### src/rtl/dual_timer8_pkg.sv
package dual_timer8_pkg;

  localparam int CTRL_W = 8;

  typedef enum logic [1:0] {
    MODE_SOLO  = 2'd0,
    MODE_CHAIN = 2'd1,
    MODE_BAD   = 2'd2
  } mode_e;

  // count events per advance for each clock code
  function automatic logic [3:0] div_ratio(input logic [2:0] sel);
    case (sel)
      3'd1:    div_ratio = 4'd4;
      3'd3:    div_ratio = 4'd2;
      3'd4:    div_ratio = 4'd4;
      3'd5:    div_ratio = 4'd8;
      default: div_ratio = 4'd1;
    endcase
  endfunction

  function automatic logic sel_ok(input logic [2:0] sel);
    sel_ok = (sel <= 3'd5);
  endfunction

  function automatic logic sel_ext(input logic [2:0] sel);
    sel_ext = (sel >= 3'd2) && (sel <= 3'd5);
  endfunction

  function automatic mode_e decode_mode(input logic [1:0] lo_md, input logic [1:0] hi_md);
    if (!lo_md[0] && hi_md == 2'b00)
      decode_mode = MODE_SOLO;
    else if (lo_md == 2'b01 && hi_md == 2'b01)
      decode_mode = MODE_CHAIN;
    else
      decode_mode = MODE_BAD;
  endfunction

endpackage

### src/rtl/dt_regs.sv
module dt_regs
  import dual_timer8_pkg::*;
#(
  parameter int CNT_W = 8,
  parameter int AW    = 3
) (
  input  logic              clk,
  input  logic              rst,
  input  logic              wr_en,
  input  logic [AW-1:0]     wr_addr,
  input  logic [7:0]        wr_data,
  input  logic [AW-1:0]     rd_addr,
  output logic [CTRL_W-1:0] ctrl_lo,
  output logic [CTRL_W-1:0] ctrl_hi,
  output logic [CNT_W-1:0]  cmp_lo,
  output logic [CNT_W-1:0]  cmp_hi,
  output logic [CNT_W-1:0]  rd_data,
  output logic              err
);

  logic bad_lo, bad_hi;

  always_comb begin
    bad_lo = wr_data[7] && (!sel_ok(wr_data[6:4]) ||
             decode_mode(wr_data[3:2], ctrl_hi[3:2]) == MODE_BAD);
    bad_hi = wr_data[7] && (!sel_ok(wr_data[6:4]) ||
             decode_mode(ctrl_lo[3:2], wr_data[3:2]) == MODE_BAD);
  end

  always_ff @(posedge clk) begin
    if (rst) begin
      ctrl_lo <= '0;
      ctrl_hi <= '0;
      cmp_lo  <= '0;
      cmp_hi  <= '0;
      err     <= 1'b0;
    end else if (wr_en) begin
      case (wr_addr)
        AW'(0): begin
          ctrl_lo <= {wr_data[7:2], 1'b0, wr_data[0]};
          if (bad_lo) err <= 1'b1;
        end
        AW'(1): begin
          ctrl_hi <= {wr_data[7:2], 1'b0, wr_data[0]};
          if (bad_hi) err <= 1'b1;
        end
        AW'(2): cmp_lo <= CNT_W'(wr_data);
        AW'(3): cmp_hi <= CNT_W'(wr_data);
        default: ;
      endcase
    end
  end

  always_ff @(posedge clk) begin
    if (rst) rd_data <= '0;
    else begin
      case (rd_addr)
        AW'(0):  rd_data <= CNT_W'(ctrl_lo);
        AW'(1):  rd_data <= CNT_W'(ctrl_hi);
        AW'(2):  rd_data <= cmp_lo;
        AW'(3):  rd_data <= cmp_hi;
        AW'(4):  rd_data <= CNT_W'(err);
        default: rd_data <= '0;
      endcase
    end
  end

  AST_ERR_STICKY: assert property (@(posedge clk) disable iff (rst) err |=> err);
  AST_BIT1_ZERO: assert property (@(posedge clk) disable iff (rst)
    ($past(rd_addr) <= AW'(1)) |-> (rd_data[1] == 1'b0));

endmodule

### src/rtl/dt_prescale.sv
module dt_prescale
  import dual_timer8_pkg::*;
#(
  parameter int PCW = 4
) (
  input  logic       clk,
  input  logic       rst,
  input  logic       run,
  input  logic [2:0] sel,
  input  logic       ext_rise,
  output logic       tick
);

  logic [PCW-1:0] pc;
  logic [PCW-1:0] lim;
  logic           ev;

  always_comb begin
    lim  = PCW'(div_ratio(sel) - 4'd1);
    ev   = sel_ext(sel) ? ext_rise : 1'b1;
    tick = run && ev && (pc == lim);
  end

  always_ff @(posedge clk) begin
    if (rst || !run) pc <= '0;
    else if (ev)     pc <= (pc == lim) ? '0 : pc + 1'b1;
  end

  AST_TICK_WRAP: assert property (@(posedge clk) disable iff (rst) tick |=> (pc == '0));

endmodule

### src/rtl/dt_core.sv
module dt_core #(
  parameter int CNT_W = 8
) (
  input  logic             clk,
  input  logic             rst,
  input  logic             chain,
  input  logic             run_lo,
  input  logic             run_hi,
  input  logic             tick_lo,
  input  logic             tick_hi,
  input  logic [CNT_W-1:0] cmp_lo,
  input  logic [CNT_W-1:0] cmp_hi,
  output logic [CNT_W-1:0] cnt_lo,
  output logic [CNT_W-1:0] cnt_hi,
  output logic             ff_lo,
  output logic             ff_hi
);

  always_ff @(posedge clk) begin
    if (rst) begin
      cnt_lo <= '0;
      cnt_hi <= '0;
      ff_lo  <= 1'b0;
      ff_hi  <= 1'b0;
    end else if (chain) begin
      ff_lo <= 1'b0;
      if (!run_hi) begin
        cnt_lo <= '0;
        cnt_hi <= '0;
        ff_hi  <= 1'b0;
      end else if (tick_lo) begin
        if ({cnt_hi, cnt_lo} == {cmp_hi, cmp_lo}) begin
          cnt_lo <= '0;
          cnt_hi <= '0;
          ff_hi  <= ~ff_hi;
        end else begin
          cnt_lo <= cnt_lo + 1'b1;
          if (&cnt_lo) cnt_hi <= cnt_hi + 1'b1;
        end
      end
    end else begin
      if (!run_lo) begin
        cnt_lo <= '0;
        ff_lo  <= 1'b0;
      end else if (tick_lo) begin
        if (cnt_lo == cmp_lo) begin
          cnt_lo <= '0;
          ff_lo  <= ~ff_lo;
        end else cnt_lo <= cnt_lo + 1'b1;
      end
      if (!run_hi) begin
        cnt_hi <= '0;
        ff_hi  <= 1'b0;
      end else if (tick_hi) begin
        if (cnt_hi == cmp_hi) begin
          cnt_hi <= '0;
          ff_hi  <= ~ff_hi;
        end else cnt_hi <= cnt_hi + 1'b1;
      end
    end
  end

  AST_STOP_CLEARS: assert property (@(posedge clk) disable iff (rst)
    !run_lo |=> (cnt_lo == '0));
  AST_SOLO_MATCH: assert property (@(posedge clk) disable iff (rst)
    (!chain && run_lo && tick_lo && cnt_lo == cmp_lo) |=> (cnt_lo == '0 && ff_lo != $past(ff_lo)));
  AST_CHAIN_HOLD: assert property (@(posedge clk) disable iff (rst)
    (chain && !tick_lo) |=> ($stable(cnt_hi) || cnt_hi == '0));

endmodule

### src/rtl/dual_timer8.sv
module dual_timer8
  import dual_timer8_pkg::*;
#(
  parameter int CNT_W = 8,
  parameter int AW    = 3,
  parameter int PCW   = 4,
  parameter int SYNC  = 2
) (
  input  logic             clk,
  input  logic             rst,
  input  logic             wr_en,
  input  logic [AW-1:0]    wr_addr,
  input  logic [7:0]       wr_data,
  input  logic [AW-1:0]    rd_addr,
  input  logic             ext_in,
  output logic [CNT_W-1:0] rd_data,
  output logic [CNT_W-1:0] cnt_lo,
  output logic [CNT_W-1:0] cnt_hi,
  output logic             tmr_out_lo,
  output logic             tmr_out_hi
);

  localparam int SW = SYNC + 1;

  logic [CTRL_W-1:0] ctrl_lo, ctrl_hi;
  logic [CNT_W-1:0]  cmp_lo, cmp_hi;
  logic              err;
  logic [SW-1:0]     ext_s;
  logic              ext_rise;
  logic              solo, chain;
  logic [1:0]        run, tick;
  logic [2:0]        sel [2];
  logic              ff_lo, ff_hi;

  dt_regs #(.CNT_W(CNT_W), .AW(AW)) u_regs (
    .clk(clk), .rst(rst), .wr_en(wr_en), .wr_addr(wr_addr), .wr_data(wr_data),
    .rd_addr(rd_addr), .ctrl_lo(ctrl_lo), .ctrl_hi(ctrl_hi), .cmp_lo(cmp_lo),
    .cmp_hi(cmp_hi), .rd_data(rd_data), .err(err)
  );

  always_ff @(posedge clk) begin
    if (rst) ext_s <= '0;
    else     ext_s <= {ext_s[SW-2:0], ext_in};
  end
  assign ext_rise = ext_s[SW-2] & ~ext_s[SW-1];

  always_comb begin
    solo   = decode_mode(ctrl_lo[3:2], ctrl_hi[3:2]) == MODE_SOLO;
    chain  = decode_mode(ctrl_lo[3:2], ctrl_hi[3:2]) == MODE_CHAIN;
    sel[0] = ctrl_lo[6:4];
    sel[1] = ctrl_hi[6:4];
    run[0] = sel_ok(sel[0]) && ((solo && ctrl_lo[7]) || (chain && ctrl_hi[7]));
    run[1] = ctrl_hi[7] && ((solo && sel_ok(sel[1])) || (chain && sel_ok(sel[0])));
  end

  for (genvar u = 0; u < 2; u++) begin : g_pre
    dt_prescale #(.PCW(PCW)) u_pre (
      .clk(clk), .rst(rst), .run(run[u]), .sel(sel[u]),
      .ext_rise(ext_rise), .tick(tick[u])
    );
  end

  dt_core #(.CNT_W(CNT_W)) u_core (
    .clk(clk), .rst(rst), .chain(chain), .run_lo(run[0]), .run_hi(run[1]),
    .tick_lo(tick[0]), .tick_hi(tick[1]), .cmp_lo(cmp_lo), .cmp_hi(cmp_hi),
    .cnt_lo(cnt_lo), .cnt_hi(cnt_hi), .ff_lo(ff_lo), .ff_hi(ff_hi)
  );

  assign tmr_out_lo = ctrl_lo[0] & ff_lo;
  assign tmr_out_hi = ctrl_hi[0] & ff_hi;

  AST_LO_CE_IGNORED: assert property (@(posedge clk) disable iff (rst)
    (chain && !ctrl_hi[7]) |=> (cnt_lo == '0));
  AST_BAD_STOPPED: assert property (@(posedge clk) disable iff (rst)
    (!solo && !chain) |=> (cnt_lo == '0 && cnt_hi == '0));

endmodule

### config.mk
export PLATFORM = sky130hd
export DESIGN_NAME = dual_timer8
export DESIGN_NICKNAME = d
export VERILOG_FILES = /design/src/rtl/dual_timer8_pkg.sv /design/src/rtl/dt_regs.sv /design/src/rtl/dt_prescale.sv /design/src/rtl/dt_core.sv /design/src/rtl/dual_timer8.sv
export SDC_FILE = /design/constraint.sdc
export NUM_CORES = 1
export LEC_CHECK = 0
export BUFFER_PORTS_ARGS = -buffer_cell sky130_fd_sc_hd__buf_2
export CORE_ASPECT_RATIO = 1.1
export CORE_MARGIN = 2
export CORE_UTILIZATION = 50
export DETAILED_ROUTE_END_ITERATION = 8
export GPL_ROUTABILITY_DRIVEN = 0
export PLACE_DENSITY = 0.73
export SLEW_MARGIN = 20
export SYNTH_ARGS = -nofsm -noshare
export SYNTH_HDL_FRONTEND = slang
export SYNTH_SLANG_ARGS = --single-unit
### constraint.sdc
create_clock -name clk -period 1.9 [get_ports clk]
set_input_delay 0.57 -clock clk [delete_from_list [all_inputs] [get_ports clk]]
set_output_delay 0.57 -clock clk [all_outputs]
set_load 0.02 [all_outputs]
* After elaboration in Yosys (flattened, before gate mapping) *
Index checks and enable logic that the tools add are counted.

word-level totals
  input bits = 18
  register bits after elaboration = 68
  output and inout bits = 26

cells by class
  reduce and logical (&&, ||, !) cells = 50
  bitwise logic cells = 7
  muxes and demuxes = 38
  add/sub/neg operators = 6
  equality and inequality tests = 34
  magnitude comparators = 5

operator list
  operator             number
  $mux 8               15
  $pmux 8 s5           1
  $pmux 4 s3           2
  $logic_and 1x1->1    20
  $eq 3x2->1 const B   6
  $add 8x1->8 const B  2
  $eq 16x16->1         1
  $eq 8x8->1           2
  $eq 3x3->1 const B   5
  $eq 3x1->1 const B   4
  $mux 2               6
  $reduce_and 2->1     6
  $mux 1               11
  $le 3x3->1 const B   3
  $ne 3x3->1 const B   3
  $add 4x1->4 const B  2
  $eq 2x1->1 const B   4
  $eq 4x4->1           2
  $mux 4               2
  $reduce_and 4->1     2
  $reduce_and 8->1     1
  $sub 4x1->4 const B  2
  $ge 3x2->1 const B   2
  $logic_not 2->1      3
  14 further kinds     33

* Longest topological paths before layout *
  depth after elaboration = 13
  depth in mapped cells = 9

* Hierarchy *
Synthesis repeated with hierarchy kept, for this count alone.

unflattened totals
  cells, all modules = 395
  area total of the unflattened synthesis = 3706.1 um2

modules (own cells, without submodules)
  module       sequential area each (um2)  times used  area an instance (um2)  cells an instance
  dt_regs      780.7                       1           1697.9                  171
  dt_core      360.3                       1           1209.9                  133
  dt_prescale  80.1                        2           310.3                   37
  dual_timer8  60.1                        1           177.7                   17

* Least setup slack after synthesis *
OpenSTA, ideal clock, no wires.

  kind = register -> register
  from = register u_core.cnt_lo[3]
  to = register u_core.cnt_hi[5]
  buffers on the path = 1
  setup slack = -0.208 ns
  library setup time = 0.070 ns
  clock period less this slack = 2.108 ns
  data arrival time = 2.038 ns
  data required time = 1.830 ns
  stages on the path, launching flop included = 9
  cells stage by stage = dfxtp_1 xor2_1 nor4_1 nand4_1 a211oi_2 o21ai_2 buf_6 or3_1 a21oi_1

between the ends
  word-level cells in the longest chain between the ends = 5
  elaborated cells between the ends (all ways) = 8
  those cells by class = eq/ne (2); mux (4); reduce/logical (2)

ends and longest elaborated chain
  element                 RTL line       source
  start, declared         dt_core.sv:13  output logic [CNT_W-1:0] cnt_lo,
  start signal, assigned  dt_core.sv:37  cnt_lo <= cnt_lo + 1'b1;
  start signal, assigned  dt_core.sv:49  end else cnt_lo <= cnt_lo + 1'b1;
  $eq 16x16->1            dt_core.sv:32  if ({cnt_hi, cnt_lo} == {cmp_hi, cmp_lo}) begin
  $mux 8                  dt_core.sv:32
  $mux 8                  dt_core.sv:31  end else if (tick_lo) begin
  $mux 8                  dt_core.sv:27  if (!run_hi) begin
  $mux 8                  dt_core.sv:25  end else if (chain) begin
  end signal, assigned    dt_core.sv:38  if (&cnt_lo) cnt_hi <= cnt_hi + 1'b1;
  end signal, assigned    dt_core.sv:58  end else cnt_hi <= cnt_hi + 1'b1;
  end, declared           dt_core.sv:14  output logic [CNT_W-1:0] cnt_hi,

Parallel ways exist; a longest one is shown, timed or not. The select of a mux whose other input is x is not followed.
A chain may end at the register's enable or synchronous reset.

* Final worst setup path *
  from = register u_regs.cmp_hi[5]
  to = register u_core.cnt_hi[1]

between the ends
  word-level cells in the longest chain between the ends = 5
  elaborated cells between the ends (all ways) = 11
  those cells by class = eq/ne (3); mux (7); reduce/logical (1)

ends and longest elaborated chain
  element                                            RTL line                      source
  start, declared                                    dt_regs.sv:16                 output logic [CNT_W-1:0] cmp_hi,
  start signal, assigned                             dt_regs.sv:48                 AW'(3): cmp_hi <= CNT_W'(wr_data);
  $eq 16x16->1 / $eq 8x8->1 (equally long branches)  dt_core.sv:32, dt_core.sv:55
  $mux 8, on equally long branches                   dt_core.sv:32, dt_core.sv:55
  $mux 8, on equally long branches                   dt_core.sv:31, dt_core.sv:54
  $mux 8, on equally long branches                   dt_core.sv:27, dt_core.sv:51
  $mux 8                                             dt_core.sv:25

Parallel ways exist; a longest one is shown, timed or not. The select of a mux whose other input is x is not followed.

==> impl_metrics.yaml <==
status:
  run_status: "finished with violations"
  violations: "negative setup slack"
die:
  initial_core_util: 0.5107
  die-area_um2: 7284
  rows: 31
  die_width_um: 81.56
  die_h_um: 89.31
  ios: 44
  core-area_um2: 6477
setup_path:
  worstPathArrival_ps: 2420
  required_ps: 2170
  r2r_cells: 8
  path_max_fanout: 12
  path_cells: "xor2_1 -> nor4_2 -> buf_4 -> nand4_1 -> a211oi_2 -> o21ai_4 -> or3_1 -> a21oi_1"
  worstSetupStartpointType: "register"
  criticalPathCategory: "reg2reg"
  path_buf_inv: 1
  r2r_start: "u_regs.cmp_hi[5]"
  end_kind: "register"
  slowest_delay_ps: 380
  r2r_slack_ps: -250
  r2r_end: "u_core.cnt_hi[1]"
  cp.depth: 8
  slowest_stage: "a211oi_2"
  critical-path-top-delay-family: "simple AND/OR/NAND/NOR gates"
detailed_routing:
  drtIter0Drc: 199
  drc: 0
  wl_um: 9316
  antenna_left: 0
  drt-pass1-iter-count: 4
  dr.max_layer_used: "met4"
  route.met3.wl_um: 460
  routedLengthMet1_um: 3673
  num_vias: 3143
  wl_per_cell_um: 16.23
  wl_met2_um: 4837
  avgViaCountPerCell: 5.476
power:
  fin_total_pwr_uw: 2829
  leakagePower_uw: 0.002023
  power_density_nw_per_um2: 617.7
  peakVddDrop_uv: 426.3
logic_synthesis:
  synth_area_per_cell_um2: 8.990
  syn_inst: 368
  synth_edf_count: 0
  synth_top_area_cell: "dfxtp_1"
  ys_types: 47
  yosys.area.top_type_share: 0.4115
  netlist_top_cells_count: "dfxtp_1 (68), nor2_1 (47), mux2i_1 (38)"
  synth_area_leaders: "dfxtp_1 (41%), mux2i_1 (11%), xor2_1 (7.1%)"
  async_reset_ff_frac: 0
  yosysSeqAreaShare: 0.4115
  syn_nets: 390
  yosysWarningCount: 0
  synth_seq_cells: 68
  syn_area_um2: 3308
  synth_ff_type: "dfxtp_1"
  synth.most_common_cell: "dfxtp_1"
sta:
  skew_ps: 8.438
  fin_crit_sh: 1.130
  fin_tns_setup_ps: -2452
  period_needed_ps: 2147
  tightest_slew_ps: 435.4
  slew_violations: 0
  rsz0062_at_grt: "yes"
  maxSlewHeadroom: 0.7097
  hold_violations: 0
  setup_viol: 17
  fin_ws_ps: -246.5
  fmax_mhz: 465.9
clock_tree:
  htreeDepth: 3
  cts_root_buf: "clkbuf_8"
  ctsLongestPathBuffers: 2
  numCtsBuffers: 9
  path_clk_slew_ps: 70
  postCtsHoldBufs: 0
  worstSkewPairLatency_ps: 340
  cts_sinks: 68
  cts_tree: "built"
worst_hold_path:
  min_path_cells: 2
  hold_path_class: "in2reg"
  min_to: "ext_s[0]"
  hold_start: "ext_in"
finish:
  final_area_um2: 4581
  final_util: 0.7072
  multi_input_area_um2: 2081
  fillers: 488
  antennaDiodeCount: 0
  syn2layout_area_growth_pct: 38.46
  drive_gt1_frac: 0.3963
  final_nets: 509
  ff_latch_area_um2: 1383
placement:
  placed_area_um2: 4158
  dp_slack_ps: -206.5
  io_buffer_count: 43
  dp_hpwl_um: 6487
global_routing:
  grt_max_degree: 22
  grtUsageTotal: 0.2638
  antenna_found_initial: 0
  grt_pass1_vias: 3087
  globalRouteOverflowTotal: 0
  grt_pass1_wl_um: 14380
flow_run:
  maxCapViolations: 0
==> where the power goes <==
group	switching (uW)	total [uW]	internal (uW)
clock network	532	1040	508
logic	164	332	168
registers	15.1	1460	1440
==> how the worst max path moves through the flow <==
stage          slack (ps)              start               end
3_5_place_dp         -210   u_regs.cmp_lo[4]  u_core.cnt_hi[1]
6_report             -250   u_regs.cmp_hi[5]  u_core.cnt_hi[1]
2_1_floorplan        -100  u_regs.ctrl_hi[5]  u_core.cnt_hi[2]
4_1_cts              -200  u_regs.ctrl_hi[5]  u_core.cnt_hi[1]
5_1_grt              -370   u_regs.cmp_hi[5]  u_core.cnt_hi[1]
3_3_place_gp         -190   u_regs.cmp_lo[4]  u_core.cnt_hi[3]
==> sequential cells by signal, summed over array words and instances (netlist names) <==
name,cells
ext_s,3
g_pre.u_pre.pc,8
u_core.cnt_hi,8
u_core.cnt_lo,8
u_core.ff_hi,1
u_core.ff_lo,1
u_regs.cmp_hi,8
u_regs.cmp_lo,8
u_regs.ctrl_hi,7
u_regs.ctrl_lo,7
u_regs.err,1
u_regs.rd_data,8
==> placed cells by master, fill, tap and decap left out, types with 3 or more instances in the layout <==
cell      count
xor2_2        3
and2_1        9
nor2_4        5
nor4_2        4
dfxtp_1      53
buf_2        43
dfxtp_2      14
a21oi_1      16
a211oi_2      3
clkbuf_8     10
o22ai_1       6
clkbuf_1      4
mux2i_1      37
o21ai_0       8
nor3_1        5
nand4_1       6
and3_1        5
nor2_1       40
or3_1         9
inv_1         3
ha_1          4
buf_4        75
nor2b_1       8
nand2_1      32
nand3_1       9
xnor2_1       5
or2b_2        3
xor2_1       24
==> area by class of cell <==
type                       count  area share
multi-input combinational    283      0.4542
sequential                    68      0.3018
timing repair buffer         122      0.1836
clock buffer                  14     0.03332
tap                           82     0.02240
inverter                       3    0.002458
clock inverter                 2    0.002185
==> through the flow <==
step,hold WS (ps),cells
after floorplan,413.8,368
after global placement,417.1,551
after detailed placement,429.7,551
after CTS,434.3,568
after global routing,457.3,574
final,434.7,574
==> routing by layer <==
metal | up-vias | global-route usage
met5 | - | 0
met4 | 0 | 0.1710
met3 | 38 | 0.04646
met2 | 93 | 0.4531
met1 | 1498 | 0.3007
li1 | 1514 | -
==> repair_timing <==
item,4_1_cts,5_1_grt
endpoints found under the setup margin,18,21
resized for setup,13,34
pin swaps,6,16
buffers inserted,2,6
==> cell families after synthesis <==
group           after synthesis  synth area share
buf+inv                      17           0.02193
mux                          42            0.1365
flops                        68            0.4115
fa+ha+maj                     4           0.01513
compound gates               45           0.08321
simple gates                160            0.2470
xor+xnor                     32           0.08472
Power figures use the tool's default switching activity.
